<file path="src/rtl/psram_rd_pkg.sv">
`timescale 1ns/1ps
package psram_rd_pkg;

    typedef enum logic [1:0] {
        ST_IDLE = 2'd0,
        ST_READ = 2'd1,
        ST_OPEN = 2'd2,
        ST_GAP  = 2'd3
    } prd_state_e;

    // Whole clock cycles covering a time, rounded up.
    function automatic int cyc_of(input int t_ps, input int clk_ps);
        return (t_ps + clk_ps - 1) / clk_ps;
    endfunction

    function automatic int max_of(input int a, input int b);
        return (a > b) ? a : b;
    endfunction

endpackage

</file>
<file path="src/rtl/prd_lowtime_meter.sv">
`timescale 1ns/1ps
// Counts consecutive chip-select-low cycles and tells whether another
// same-address read still fits under the ceiling.
module prd_lowtime_meter #(
    parameter int MAX_CYC  = 1250,
    parameter int TOG_DONE = 9
) (
    input  logic clk,
    input  logic rst_n,
    input  logic cs_low_d,
    output logic fit_now,
    output logic fit_later
);
    localparam int RW = $clog2(MAX_CYC + 2);
    localparam logic [RW-1:0] RUN_TOP = RW'(MAX_CYC + 1);

    logic [RW-1:0] run_d, run_q;

    always_comb begin
        run_d = '0;
        if (cs_low_d) begin
            run_d = (run_q == RUN_TOP) ? run_q : run_q + 1'b1;
        end
        fit_now   = (32'(run_q) + 32'(TOG_DONE) + 32'd2) <= 32'(MAX_CYC);
        fit_later = (32'(run_q) + 32'(TOG_DONE) + 32'd3) <= 32'(MAX_CYC);
    end

    always_ff @(posedge clk or negedge rst_n) begin
        if (!rst_n) begin
            run_q <= '0;
        end else begin
            run_q <= run_d;
        end
    end

endmodule

</file>
<file path="src/rtl/prd_float_timer.sv">
`timescale 1ns/1ps
// Tracks cycles since the data-bus drivers of the memory were switched off.
module prd_float_timer #(
    parameter int HZ_CYC = 4
) (
    input  logic clk,
    input  logic rst_n,
    input  logic drive_q,
    input  logic drive_d,
    output logic float_done
);
    localparam int FW = $clog2(HZ_CYC + 2);
    localparam logic [FW-1:0] FLOAT_TOP = FW'(HZ_CYC);

    logic [FW-1:0] flt_d, flt_q;

    always_comb begin
        flt_d = flt_q;
        if (drive_q && !drive_d) begin
            flt_d = '0;
        end else if (!drive_q && (flt_q < FLOAT_TOP)) begin
            flt_d = flt_q + 1'b1;
        end
        float_done = (flt_q >= FLOAT_TOP);
    end

    always_ff @(posedge clk or negedge rst_n) begin
        if (!rst_n) begin
            flt_q <= FLOAT_TOP;
        end else begin
            flt_q <= flt_d;
        end
    end

endmodule

</file>
<file path="src/rtl/prd_lane_capture.sv">
`timescale 1ns/1ps
// Captures the memory word lane by lane and raises a one-cycle ack.
module prd_lane_capture #(
    parameter int LANES  = 2,
    parameter int LANE_W = 8
) (
    input  logic                    clk,
    input  logic                    rst_n,
    input  logic                    capture,
    input  logic [LANES-1:0]        lane_en,
    input  logic [LANES*LANE_W-1:0] dq,
    output logic [LANES*LANE_W-1:0] rdata,
    output logic                    ack
);
    logic [LANES*LANE_W-1:0] data_d, data_q;
    logic                    ack_d, ack_q;

    for (genvar g = 0; g < LANES; g++) begin : g_lane
        always_comb begin
            data_d[g*LANE_W +: LANE_W] = data_q[g*LANE_W +: LANE_W];
            if (capture) begin
                data_d[g*LANE_W +: LANE_W] = lane_en[g] ? dq[g*LANE_W +: LANE_W] : '0;
            end
        end
    end

    always_comb begin
        ack_d = capture;
    end

    always_ff @(posedge clk or negedge rst_n) begin
        if (!rst_n) begin
            data_q <= '0;
            ack_q  <= 1'b0;
        end else begin
            data_q <= data_d;
            ack_q  <= ack_d;
        end
    end

    assign rdata = data_q;
    assign ack   = ack_q;

endmodule

</file>
<file path="src/rtl/psram_rd_ctrl.sv">
`timescale 1ns/1ps
module psram_rd_ctrl
    import psram_rd_pkg::*;
#(
    parameter int AW        = 22,
    parameter int CLK_PS    = 8000,
    parameter int T_RC_PS   = 80000,
    parameter int T_AA_PS   = 80000,
    parameter int T_OE_PS   = 35000,
    parameter int T_CP_PS   = 10000,
    parameter int T_HZ_PS   = 25000,
    parameter int T_MAX_PS  = 10000000
) (
    input  logic          clk,
    input  logic          rst_n,
    input  logic          req,
    input  logic [AW-1:0] req_addr,
    input  logic [1:0]    req_be,
    input  logic          req_burst,
    output logic          ack,
    output logic [15:0]   rdata,
    output logic [AW-1:0] mem_addr,
    output logic          mem_cs_n,
    output logic          mem_oe_n,
    output logic          mem_lb_n,
    output logic          mem_ub_n,
    input  logic [15:0]   mem_dq
);
    localparam int LANES      = 2;
    localparam int LANE_W     = 8;
    localparam int RC_CYC     = cyc_of(T_RC_PS, CLK_PS);
    localparam int AA_CYC     = cyc_of(T_AA_PS, CLK_PS);
    localparam int OE_CYC     = cyc_of(T_OE_PS, CLK_PS);
    localparam int CP_CYC     = max_of(1, cyc_of(T_CP_PS, CLK_PS));
    localparam int HZ_CYC     = cyc_of(T_HZ_PS, CLK_PS);
    localparam int MAX_CYC    = T_MAX_PS / CLK_PS;
    localparam int FIRST_DONE = max_of(max_of(AA_CYC, OE_CYC), RC_CYC - 1);
    localparam int TOG_DONE   = max_of(OE_CYC, RC_CYC - 1);
    localparam int CW         = $clog2(FIRST_DONE + CP_CYC + 2);

    typedef struct packed {
        prd_state_e       state;
        logic [CW-1:0]    cnt;
        logic             first;
        logic [AW-1:0]    addr;
        logic             cs_n;
        logic             oe_n;
        logic [LANES-1:0] lane_n;
    } ctl_t;

    ctl_t cur_q, nxt_d;
    logic capture_d;
    logic hz_ok, fit_now, fit_later, ack_q;
    logic take, same_row;

    // ---------------------------------------------------------------
    // Next-state logic
    // ---------------------------------------------------------------
    always_comb begin
        nxt_d     = cur_q;
        capture_d = 1'b0;
        take      = req && !ack_q;
        same_row  = req_burst && (req_addr == cur_q.addr);

        unique case (cur_q.state)
            ST_IDLE: begin
                if (take && hz_ok) begin
                    nxt_d.state  = ST_READ;
                    nxt_d.cs_n   = 1'b0;
                    nxt_d.oe_n   = 1'b0;
                    nxt_d.lane_n = ~req_be;
                    nxt_d.addr   = req_addr;
                    nxt_d.first  = 1'b1;
                    nxt_d.cnt    = '0;
                end
            end

            ST_READ: begin
                if (cur_q.cnt == (cur_q.first ? CW'(FIRST_DONE) : CW'(TOG_DONE))) begin
                    capture_d    = 1'b1;
                    nxt_d.oe_n   = 1'b1;
                    nxt_d.lane_n = '1;
                    nxt_d.state  = ST_OPEN;
                end else begin
                    nxt_d.cnt = cur_q.cnt + 1'b1;
                end
            end

            ST_OPEN: begin
                if (take && same_row && hz_ok && fit_now) begin
                    nxt_d.state  = ST_READ;
                    nxt_d.oe_n   = 1'b0;
                    nxt_d.lane_n = ~req_be;
                    nxt_d.first  = 1'b0;
                    nxt_d.cnt    = '0;
                end else if ((take && !same_row) || !fit_later) begin
                    nxt_d.state = ST_GAP;
                    nxt_d.cs_n  = 1'b1;
                    nxt_d.cnt   = '0;
                end
            end

            ST_GAP: begin
                if (cur_q.cnt >= CW'(CP_CYC - 1)) begin
                    nxt_d.state = ST_IDLE;
                end else begin
                    nxt_d.cnt = cur_q.cnt + 1'b1;
                end
            end

            default: nxt_d.state = ST_IDLE;
        endcase
    end

    // ---------------------------------------------------------------
    // State register
    // ---------------------------------------------------------------
    always_ff @(posedge clk or negedge rst_n) begin
        if (!rst_n) begin
            cur_q.state  <= ST_IDLE;
            cur_q.cnt    <= '0;
            cur_q.first  <= 1'b0;
            cur_q.addr   <= '0;
            cur_q.cs_n   <= 1'b1;
            cur_q.oe_n   <= 1'b1;
            cur_q.lane_n <= '1;
        end else begin
            cur_q <= nxt_d;
        end
    end

    // ---------------------------------------------------------------
    // Helpers
    // ---------------------------------------------------------------
    prd_lowtime_meter #(
        .MAX_CYC  (MAX_CYC),
        .TOG_DONE (TOG_DONE)
    ) u_meter (
        .clk       (clk),
        .rst_n     (rst_n),
        .cs_low_d  (!nxt_d.cs_n),
        .fit_now   (fit_now),
        .fit_later (fit_later)
    );

    prd_float_timer #(
        .HZ_CYC (HZ_CYC)
    ) u_float (
        .clk        (clk),
        .rst_n      (rst_n),
        .drive_q    (!cur_q.oe_n),
        .drive_d    (!nxt_d.oe_n),
        .float_done (hz_ok)
    );

    prd_lane_capture #(
        .LANES  (LANES),
        .LANE_W (LANE_W)
    ) u_capture (
        .clk     (clk),
        .rst_n   (rst_n),
        .capture (capture_d),
        .lane_en (~cur_q.lane_n),
        .dq      (mem_dq),
        .rdata   (rdata),
        .ack     (ack_q)
    );

    assign ack      = ack_q;
    assign mem_addr = cur_q.addr;
    assign mem_cs_n = cur_q.cs_n;
    assign mem_oe_n = cur_q.oe_n;
    assign mem_lb_n = cur_q.lane_n[0];
    assign mem_ub_n = cur_q.lane_n[1];

endmodule

</file>
<file path="config.mk">
export PLATFORM = sky130hd
export DESIGN_NAME = psram_rd_ctrl
export DESIGN_NICKNAME = d
export VERILOG_FILES = /design/src/rtl/psram_rd_pkg.sv /design/src/rtl/prd_lowtime_meter.sv /design/src/rtl/prd_float_timer.sv /design/src/rtl/prd_lane_capture.sv /design/src/rtl/psram_rd_ctrl.sv
export SDC_FILE = /design/constraint.sdc
export NUM_CORES = 1
export LEC_CHECK = 0
export CAP_MARGIN = 25
export CORE_MARGIN = 3
export CORE_UTILIZATION = 40
export DETAILED_ROUTE_END_ITERATION = 10
export DONT_BUFFER_PORTS = 1
export SLEW_MARGIN = 10
export SYNTH_ARGS = -nofsm -noshare
export SYNTH_HDL_FRONTEND = slang
export SYNTH_HIERARCHICAL = 1
export SYNTH_SLANG_ARGS = --single-unit
</file>
<file path="constraint.sdc">
create_clock -name clk -period 3.63 [get_ports clk]
set_input_delay 0.1815 -clock clk [delete_from_list [all_inputs] [get_ports clk]]
set_output_delay 0.1815 -clock clk [all_outputs]
set_load 0.01 [all_outputs]
</file>
==> metrics <==
run status complete, no violations; Final Total Pwr 3.98 mW; Max-Slew Margin vs Limit 55.0%; number of design-rule violations left by the first detailed-router iteration 167; synthesized instance count 431; worst hold stages 2; setup slack at placement -3.87 ps; global-route wire length before repair 15,800 um; final std cell area, no fill 4980 um^2; setup repair after global routing missed its margin yes; Reg2Reg Setup Slack 100 ps; net count of the finished layout 514; category of the most critical setup path reg -> reg; Setup violations, final 0; sinks on the clock net 64; max-capacitance violation count 0; share of the yosys chip area belonging to registers 38.5%; critical path fanouts, max 6; cts bufs inserted 9; Port Buf Inserts 0; Reg clk slew, reported paths 70 ps; Critical Path Max Stage Delay 530 ps; fraction of the cycle the final worst path needs 97.2%; most used standard cell by instance count after synthesis dfrtp_1; number of antenna violations at the first check in global routing 0; Area growth syn-to-layout 19.2%; fin. max-slew vios 0; sum of routed wire length over all layers 9710 um; detailed-routed wire length on met2 4730 um; core area 9950 um^2; fraction of final layout cells with drive strength greater than 1 22.5%; arrival time at the worst endpoint 3800 ps; proportion of register bits with asynchronous set or reset after synthesis 100%; cell count after placement 538; Synth Register Bits 64; final worst clock skew 12.1 ps; HPWL after detailed placement 6670 um; routed wire length per instance 16.2 um; count of distinct cell types in the synthesized netlist 75; via count of the first global-routing pass 3,203; Worst Tran Pin Value 675 ps; top cell types by occurrence after synthesis dfrtp_1, inv_1, nand3_1, xnor2_1; largest net degree at the start of global routing 65; initial standard-cell utilization of the core 42.0%; Top FF cell, synth dfrtp_1; summed negative setup slack over all endpoints 0 ps; class of the most critical hold timing path in -> reg; number of antenna-violating nets in the routed design 0; total global-route track usage 16.9%; Peak supply drop 0.353 mV; Synthesized Nets 484; count of pins on the block boundary 87; Mapped Area 4180 um^2; depth of the worst register-to-register path 15; Die Y-Extent 108 um; type of element launching the critical path flip-flop; TritonCTS clock tree yes; master of the slowest instance on the critical path or4b_4; dominant cell type by area after synthesis dfrtp_1; syn avg cell area 9.70 um^2; # diodes 0; row count 36; CTS max path bufs 2; Met1 Routed Length 4220 um; final worst path period need 3530 ps; die width 108 um; Post-Layout Cell Count 599; total number of vias 3,197; largest cells by area after synthesis dfrtp_1, mux2_2, xnor2_1; Cell Pwr Density 798 nW/um^2; post-synth top area share 35.3%; total leakage power 2.11 nW; root buf cell clkbuf_8; FILL cells 923; Final Hold Violating Endpoints 0; Worst EP required 3910 ps; floorplan die area 11,700 um^2; Critical Path End Type flip-flop; grt total ovfl 0; cell-by-cell trace of the critical path ha_4, or4b_4, o32ai_4, a31o_4, nand2_4, or4_4, a32o_2, a22oi_2, nand2_2, nor3_4, buf_6, o21ai_4, a22oi_2, buf_6, and3_4; Worst-Skew Late Latency 340 ps; global placement routability congestion 0.833; f_max 283 MHz; met3 WL 595 um; final critical-path setup slack 102 ps; number of enable flip-flop cells after synthesis 0; number of iterations in the first detailed-routing pass 4; total of warnings raised by yosys 6; DRC Markers 0; via density per instance 5.34; number of H-tree levels 3; instance area after placement 4210 um^2; highest signal layer in the routed design met4
## flip-flops by register name, indices dropped and copies added (netlist names), named ones only
signal	count
u_capture/ack	1
cur_q	7
mem_ub_n	1
u_float/flt_q	3
u_capture/rdata	16
u_meter/run_q	11
mem_addr	22
mem_lb_n	1
## per-layer routing
metal / track usage [%] / vias up
met5: 0 / -
met4: 6.22 / 0
met3: 3.82 / 13
met2: 27.2 / 111
met1: 22.4 / 1526
li1: - / 1547
## path summary, 6_finish.rpt
check,start,to
hold reg to reg,u_float/flt_q[2]$_DFFE_PN1P_,u_float/flt_q[2]$_DFFE_PN1P_
setup / recovery,u_meter/run_q[0]$_DFFE_PN0P_,u_meter/run_q[2]$_DFFE_PN0P_
min in group asynchronous,rst_n,cur_q[30]$_DFFE_PN0P_
max in group asynchronous,rst_n,u_float/flt_q[2]$_DFFE_PN1P_
setup reg to reg,u_meter/run_q[0]$_DFFE_PN0P_,u_meter/run_q[2]$_DFFE_PN0P_
hold / removal,mem_dq[0],u_capture/rdata[0]$_DFFE_PN0P_
## power by group
group          internal, mW  total, mW  leakage [nW]  switching, mW
logic                 0.892       1.86          1.24          0.971
clock network         0.353      0.616         0.103          0.262
registers              1.05       1.50         0.762          0.446
## cell type report
class,count,area [um^2],share of cell area [%]
Clock inverter,3,40.0,0.803
Timing Repair Buffer,63,598,12.0
Tap cell,133,166,3.34
Multi-Input combinational cell,294,2300,46.2
Clock buffer,13,159,3.19
Inverter,29,109,2.18
Sequential cell,64,1610,32.3
## cell usage in the layout (no fill, tap or decap), types with 5 or more instances in the layout
cell type and n:
nor2_1 19, nand2b_1 5, o21ai_0 21, nand3_1 28, and2_1 6, inv_1 28
ha_1 6, buf_4 21, a21oi_1 6, dlygate4sd3_1 39, nand2_1 19, xor2_1 18
clkbuf_8 11, xnor2_1 26, mux2_2 24, dfrtp_1 58, dfstp_2 5, nor2b_1 5
nand4_1 9
## through the flow
stage          hold WS, ps  utilization (%)
2_1_floorplan         -114                -
3_3_place_gp          -112             42.2
3_5_place_dp          -112             42.2
4_1_cts               4.58             48.6
5_1_grt               32.5             50.1
6_report              17.4             50.1
## cells by family (layout without fill, tap and decap cells)
group	count (synthesis)	count (layout)	synth area share [%]
AND/OR/NAND/NOR	133	133	18.3
adder cells (fa/ha/maj)	10	10	2.93
XOR/XNOR	45	45	9.43
AO/OA/AOI/OAI	77	77	13.8
buffers and inverters	73	108	9.28
flip-flops	64	64	38.5
multiplexers	29	29	7.78
## critical path: cells and delay by family (launching register included)
| kind | cells | cell delay, ps |
|---|---|---|
| buffers and inverters | 2 | 290 |
| AND/OR/NAND/NOR | 6 | 1580 |
| flip-flops | 1 | 430 |
| adder cells (fa/ha/maj) | 1 | 210 |
| AO/OA/AOI/OAI | 6 | 950 |
## what timing repair did
item	in CTS	in global routing
pin swaps	0	12
setup buffers	0	4
hold buffers	40	0
gates cloned	0	1
resized for setup	4	26
endpoints found under the hold margin	102	0
setup endpoints to repair	4	18
No activity file was read; power rests on OpenSTA's default activity.
